## config.mk

```make
export PLATFORM = sky130hd
export DESIGN_NAME = goc_corrector
export DESIGN_NICKNAME = d
export VERILOG_FILES = /design/src/rtl/goc_pkg.sv /design/src/rtl/goc_mul_round.sv /design/src/rtl/goc_requant.sv /design/src/rtl/goc_corrector.sv
export SDC_FILE = /design/constraint.sdc
export NUM_CORES = 1
export LEC_CHECK = 0
export ABC_AREA = 0
export BUFFER_PORTS_ARGS = -buffer_cell sky130_fd_sc_hd__buf_2
export CAP_MARGIN = 20
export CORE_ASPECT_RATIO = 1.25
export CORE_MARGIN = 10
export CORE_UTILIZATION = 60
export CTS_CLUSTER_DIAMETER = 60
export DETAILED_ROUTE_END_ITERATION = 6
export PLACE_DENSITY = 0.81
export SLEW_MARGIN = 40
export SYNTH_ARGS = -nofsm -noshare
export SYNTH_HDL_FRONTEND = slang
export SYNTH_SLANG_ARGS = --single-unit
```

## constraint.sdc

```tcl
create_clock -name clk_i -period 11.4 [get_ports clk_i]
set_clock_uncertainty 0.05 [all_clocks]
set_input_delay 0.57 -clock clk_i [delete_from_list [all_inputs] [get_ports clk_i]]
set_output_delay 0.57 -clock clk_i [all_outputs]
set_load 0.01 [all_outputs]
```

## src/rtl/goc_pkg.sv

```systemverilog
`timescale 1ns/1ps
package goc_pkg;
  localparam int SAMPLE_W = 16;                       // sample word width
  localparam int GAIN_W   = 16;                       // gain width, unsigned
  localparam int FRAC_W   = 10;                       // fractional bits of gain
  localparam int GRID_LSB = 6;                        // zero LSBs of a 10-bit code
  localparam int OFFS_W   = SAMPLE_W + 1;             // width of summed offsets
  localparam logic [GAIN_W-1:0] GAIN_ONE = GAIN_W'(1 << FRAC_W);
endpackage

```

## src/rtl/goc_mul_round.sv

```systemverilog
`timescale 1ns/1ps
module goc_mul_round #(
  parameter int DW   = 16,
  parameter int GW   = 16,
  parameter int FRAC = 10
) (
  input  logic signed [DW-1:0] a_i,
  input  logic        [GW-1:0] g_i,
  output logic signed [DW-1:0] y_o,
  output logic                 ovf_o
);
  localparam int PW = DW + GW + 1;
  localparam logic signed [PW-1:0] HALF = PW'(1) <<< (FRAC - 1);
  localparam logic signed [PW-1:0] YMAX = {{(GW+2){1'b0}}, {(DW-1){1'b1}}};
  localparam logic signed [PW-1:0] YMIN = {{(GW+2){1'b1}}, {(DW-1){1'b0}}};

  logic signed [PW-1:0] prod, rnd;

  always_comb begin
    prod = $signed({{(GW+1){a_i[DW-1]}}, a_i}) * $signed({{(DW+1){1'b0}}, g_i});
    rnd  = (prod + HALF) >>> FRAC;  // round half up
    if (rnd > YMAX) begin
      y_o   = YMAX[DW-1:0];
      ovf_o = 1'b1;
    end else if (rnd < YMIN) begin
      y_o   = YMIN[DW-1:0];
      ovf_o = 1'b1;
    end else begin
      y_o   = rnd[DW-1:0];
      ovf_o = 1'b0;
    end
  end
endmodule

```

## src/rtl/goc_requant.sv

```systemverilog
`timescale 1ns/1ps
module goc_requant #(
  parameter int DW  = 16,
  parameter int LSB = 6
) (
  input  logic signed [DW-1:0] p_i,
  input  logic signed [DW:0]   off_i,
  output logic        [DW-1:0] y_o,
  output logic                 sat_o
);
  localparam int SW = DW + 2;
  localparam logic signed [SW-1:0] HALF = SW'(2 ** (LSB - 1));
  localparam logic signed [SW-1:0] QMAX = SW'(2 ** (DW - 1 - LSB) - 1);
  localparam logic signed [SW-1:0] QMIN = -QMAX - SW'(1);

  logic signed [SW-1:0] diff, q;

  always_comb begin
    diff = $signed({{2{p_i[DW-1]}}, p_i}) - $signed({off_i[DW], off_i});
    q    = (diff + HALF) >>> LSB;
    if (q > QMAX) begin
      y_o   = {1'b0, {(DW-1-LSB){1'b1}}, {LSB{1'b0}}};
      sat_o = 1'b1;
    end else if (q < QMIN) begin
      y_o   = {1'b1, {(DW-1){1'b0}}};
      sat_o = 1'b1;
    end else begin
      y_o   = {q[DW-1-LSB:0], {LSB{1'b0}}};
      sat_o = 1'b0;
    end
  end
endmodule

```

## src/rtl/goc_corrector.sv

```systemverilog
`timescale 1ns/1ps
module goc_corrector
  import goc_pkg::*;
#(
  parameter logic [GAIN_W-1:0]   CAL_GAIN_RST = GAIN_ONE,
  parameter logic [SAMPLE_W-1:0] CAL_OFF_RST  = '0
) (
  input  logic                clk_i,
  input  logic                rst_ni,
  input  logic                cfg_we_i,
  input  logic [GAIN_W-1:0]   cfg_cal_gain_i,
  input  logic [SAMPLE_W-1:0] cfg_cal_off_i,
  input  logic [GAIN_W-1:0]   cfg_usr_gain_i,
  input  logic [SAMPLE_W-1:0] cfg_usr_off_i,
  input  logic                cfg_bypass_i,
  input  logic                in_valid_i,
  input  logic [SAMPLE_W-1:0] in_data_i,
  input  logic                ovf_clr_i,
  output logic                out_valid_o,
  output logic [SAMPLE_W-1:0] out_data_o,
  output logic                ovf_o
);
  // configuration registers
  logic [GAIN_W-1:0]   cal_gain_q, usr_gain_q;
  logic [SAMPLE_W-1:0] cal_off_q, usr_off_q;
  logic                byp_q;

  always_ff @(posedge clk_i or negedge rst_ni) begin
    if (!rst_ni) begin
      cal_gain_q <= CAL_GAIN_RST;
      cal_off_q  <= CAL_OFF_RST;
      usr_gain_q <= GAIN_ONE;
      usr_off_q  <= '0;
      byp_q      <= 1'b0;
    end else if (cfg_we_i) begin
      cal_gain_q <= cfg_cal_gain_i;
      cal_off_q  <= cfg_cal_off_i;
      usr_gain_q <= cfg_usr_gain_i;
      usr_off_q  <= cfg_usr_off_i;
      byp_q      <= cfg_bypass_i;
    end
  end

  // stage 1: first product, config snapshot taken with the sample
  logic [GAIN_W-1:0]          g1_sel;
  logic signed [SAMPLE_W-1:0] p1_d;
  logic                       o1_d;
  logic signed [OFFS_W-1:0]   off_d;

  assign g1_sel = byp_q ? usr_gain_q : cal_gain_q;
  assign off_d  = byp_q ? $signed({usr_off_q[SAMPLE_W-1], usr_off_q})
                        : $signed({cal_off_q[SAMPLE_W-1], cal_off_q})
                        + $signed({usr_off_q[SAMPLE_W-1], usr_off_q});

  goc_mul_round #(.DW(SAMPLE_W), .GW(GAIN_W), .FRAC(FRAC_W)) u_mul1 (
    .a_i  ($signed(in_data_i)),
    .g_i  (g1_sel),
    .y_o  (p1_d),
    .ovf_o(o1_d)
  );

  logic                       v1_q, o1_q, byp1_q;
  logic signed [SAMPLE_W-1:0] p1_q;
  logic [GAIN_W-1:0]          ug1_q;
  logic signed [OFFS_W-1:0]   off1_q;

  always_ff @(posedge clk_i or negedge rst_ni) begin
    if (!rst_ni) begin
      v1_q   <= 1'b0;
      o1_q   <= 1'b0;
      byp1_q <= 1'b0;
      p1_q   <= '0;
      ug1_q  <= '0;
      off1_q <= '0;
    end else begin
      v1_q <= in_valid_i;
      if (in_valid_i) begin
        o1_q   <= o1_d;
        byp1_q <= byp_q;
        p1_q   <= p1_d;
        ug1_q  <= usr_gain_q;
        off1_q <= off_d;
      end
    end
  end

  // stage 2: user gain (calibrated mode only)
  logic signed [SAMPLE_W-1:0] p2_m;
  logic                       o2_m;

  goc_mul_round #(.DW(SAMPLE_W), .GW(GAIN_W), .FRAC(FRAC_W)) u_mul2 (
    .a_i  (p1_q),
    .g_i  (ug1_q),
    .y_o  (p2_m),
    .ovf_o(o2_m)
  );

  logic                       v2_q, o2_q;
  logic signed [SAMPLE_W-1:0] p2_q;
  logic signed [OFFS_W-1:0]   off2_q;

  always_ff @(posedge clk_i or negedge rst_ni) begin
    if (!rst_ni) begin
      v2_q   <= 1'b0;
      o2_q   <= 1'b0;
      p2_q   <= '0;
      off2_q <= '0;
    end else begin
      v2_q <= v1_q;
      if (v1_q) begin
        o2_q   <= o1_q | (!byp1_q & o2_m);
        p2_q   <= byp1_q ? p1_q : p2_m;
        off2_q <= off1_q;
      end
    end
  end

  // stage 3: offset, requantise, clamp
  logic [SAMPLE_W-1:0] y3;
  logic                sat3;

  goc_requant #(.DW(SAMPLE_W), .LSB(GRID_LSB)) u_rq (
    .p_i  (p2_q),
    .off_i(off2_q),
    .y_o  (y3),
    .sat_o(sat3)
  );

  logic ovf_q;

  always_ff @(posedge clk_i or negedge rst_ni) begin
    if (!rst_ni) begin
      out_valid_o <= 1'b0;
      out_data_o  <= '0;
      ovf_q       <= 1'b0;
    end else begin
      out_valid_o <= v2_q;
      if (v2_q) out_data_o <= y3;
      // a new event wins over a clear
      ovf_q <= (ovf_q & !ovf_clr_i) | (v2_q & (sat3 | o2_q));
    end
  end

  assign ovf_o = ovf_q;
endmodule

```

==> results.toml <==
[outcome]
outcome = "finished clean"

[synth]
synth.area.top_cells = "sky130_fd_sc_hd__fa_1 30%, sky130_fd_sc_hd__dfrtp_1 16%, sky130_fd_sc_hd__ha_1 14%"
synthDominantAreaCellType = "sky130_fd_sc_hd__fa_1"
post_synth.cell_area_avg_um2 = 9.27
synth_area_um2 = 25700
sequential_fraction_of_the_synthesis_area_pct = 16.0
syn_inst = 2768
synth.distinct_cells = 77
synth_commonest_cells = "518 x sky130_fd_sc_hd__inv_1, 389 x sky130_fd_sc_hd__fa_1, 318 x sky130_fd_sc_hd__nand2_1"
ys.flop_type = "sky130_fd_sc_hd__dfrtp_1"
yosys.cell_count.top_type = "sky130_fd_sc_hd__inv_1"
ys_ff_latch = 164
synth_top_area_share_pct = 30.3
synth.yosys.warnings = 0
proportion_of_register_bits_with_asynchronous_set_or_reset_after_synthesis_pct = 100
synth_enable_flop_cells = 0

[clocking]
insertion_delay_ns = 0.47
tritoncts = "yes"
cts.root.buffer_cell = "sky130_fd_sc_hd__clkbuf_16"
post_cts_resize_count = 0
clkTransAtPathRegs_ns = 0.07
post_cts_hold_buffer_count = 0
h-tree-depth = 4
clock_sinks = 164
cts.repair_timing.setup_buffer_count = 0
cts_buffer_depth = 2
cts-buffers-inserted = 17

[cells_and_area]
area_growth_syn_to_layout_pct = 5.45
final_layout_size_suffix_gt1_share_pct = 9.59
finalNetCount = 3531
finish.utilization_pct = 64.2
n_fill_cell = 3293
largestRegisters = "off1_q (17), off2_q (17)"

[global_route]
total_overflow_reported_by_the_global_router = 0
number_of_global_route_vias_before_repair = 21100
grt_util_all_layers_pct = 25.6
wire_length_of_the_first_global_routing_pass_um = 106000
number_of_antenna_violations_at_the_first_check_in_global_routing = 1
maximum_number_of_pins_on_one_net_before_global_route_repair = 100

[placed_design]
place.detailed.hpwl_um = 50700
gpl.final_weighted_congestion = 0.962
portBuffers = 97
placement.setup.worst_slack_ns = 3.43

[timing]
final-setup-viol-count = 0
report.final.slew_viol_count = 0
final.hold.worst_slack_ns = 0.104
period_needed_ns = 8.09
postLayoutSetupSlackWorst_ns = 3.31
transition_time_at_the_pin_with_the_least_slew_margin_ns = 0.905
report.final.hold_viol_count = 0
worst_case_headroom_to_the_max_slew_limit_pct = 39.7
timing.setup.tns_ns = 0
final_min_period_over_clock_period_pct = 71.0
grt_setup_unrepaired = "no"
fmax_mhz = 124

[setup_path]
crit_start = "byp_q"
arrival_ns = 8.33
critical_path_required_ns = 11.65
crit_path_end_kind = "register"
timing.rr.start = "byp_q"
path_class = "reg -> reg"
cp-start-kind = "register"
worstPathMaxFanout = 47

[floorplanning]
io-pin-count = 104
die_area_um2 = 51500
core.rowCount = 84
die_height_um = 251
chipWidth_um = 205
floorplan.initialDensity_pct = 60.9
core_region_area_um2 = 42100

[routing]
drt_first_pass_iters = 7
via_count = 19500
drt_drc_violations_left = 0
drt_iter0_drc = 1161
ant_nets = 0
vias_per_cell = 5.83
totalWireLength_um = 64400
wl_per_cell_um = 19.2

[worst_hold_path]
hold_path_class = "in -> async"

[run]
max_cap_violations = 0
cells in the final DEF (no fill, tap or decap), types with 76 or more instances in the layout:
cell type,synthesis,routed
sky130_fd_sc_hd__dfrtp_1,162,157
sky130_fd_sc_hd__inv_1,518,518
sky130_fd_sc_hd__mux2_2,100,100
sky130_fd_sc_hd__a21oi_1,76,76
sky130_fd_sc_hd__and2_1,222,222
sky130_fd_sc_hd__buf_2,5,96
sky130_fd_sc_hd__nor2_1,110,109
sky130_fd_sc_hd__fa_1,389,389
sky130_fd_sc_hd__ha_1,283,283
sky130_fd_sc_hd__nand2_1,318,318
cells by family (layout without fill, tap and decap cells):
group                      count (synthesis)  count (layout)  synth area share, %
muxes                                    105             105                 4.58
and+or+nand+nor                          809             809                 15.5
buffers and inverters                    641             653                 9.52
DFF                                      164             164                 16.0
xor gates and xnor gates                  57              57                 1.95
adders and majority gates                672             672                 44.1
other                                      1               7               0.0146
AOI/OAI and AO/OA                        319             319                 8.28
critical path, stage by stage (launching register included):
cell and delay, ns:
sky130_fd_sc_hd__dfrtp_2 0.38, sky130_fd_sc_hd__buf_4 0.50, sky130_fd_sc_hd__mux2_2 0.55, sky130_fd_sc_hd__and2_1 0.23, sky130_fd_sc_hd__fa_1 0.53, sky130_fd_sc_hd__inv_1 0.05, sky130_fd_sc_hd__fa_1 0.46, sky130_fd_sc_hd__fa_1 0.52
sky130_fd_sc_hd__inv_1 0.06, sky130_fd_sc_hd__fa_1 0.49, sky130_fd_sc_hd__fa_1 0.49, sky130_fd_sc_hd__inv_1 0.05, sky130_fd_sc_hd__fa_1 0.47, sky130_fd_sc_hd__inv_1 0.04, sky130_fd_sc_hd__ha_1 0.33, sky130_fd_sc_hd__and3_1 0.24
sky130_fd_sc_hd__and3_1 0.19, sky130_fd_sc_hd__o21ba_2 0.20, sky130_fd_sc_hd__nor3_1 0.29, sky130_fd_sc_hd__a211oi_2 0.17, sky130_fd_sc_hd__o41ai_1 0.43, sky130_fd_sc_hd__xor2_1 0.23, sky130_fd_sc_hd__nor2_1 0.10, sky130_fd_sc_hd__a31oi_2 0.63
sky130_fd_sc_hd__o22ai_1 0.19
area by class of cell:
class	count	area [um2]	share of cell area, %
timing repair buffer	104	559	2.07
inverter	518	1940	7.18
sequential	164	4110	15.2
tap	559	699	2.58
antenna	1	2.50	0.00925
multi-input combinational	1968	19200	70.8
clock inverter	14	171	0.633
clock buffer	17	425	1.57
through the flow:
step	instances	area, um2
6_report	3345	27100
3_5_place_dp	3313	26500
5_1_grt	3345	27100
2_1_floorplan	2773	25700
4_1_cts	3344	27000
3_3_place_gp	3313	26400
layer usage:
metal | track usage [%] | share of wire [%] | vias up
li1 | - | - | 8744
met5 | 0 | 0 | -
met1 | 29.5 | 38 | 9803
met3 | 3.23 | 5.2 | 216
met4 | 13.1 | 5.4 | 0
met2 | 45.5 | 52 | 733
path summary, 6_finish.rpt:
kind                                       to  slack (ns)  depth (start not counted)
worst max register to register        p1_q[3]        3.31                         24
worst min-delay path             cal_off_q[2]        0.10                          1
worst min register to register    out_valid_o        0.42                          0
max in group asynchronous               byp_q       10.08                          2
worst max-delay path                  p1_q[3]        3.31                         24
min in group clk_i              usr_gain_q[9]        0.28                          2
Power is left out: the tool's default activity adds up to more than one toggle a clock period on the data nets, which glitch-free logic cannot reach.
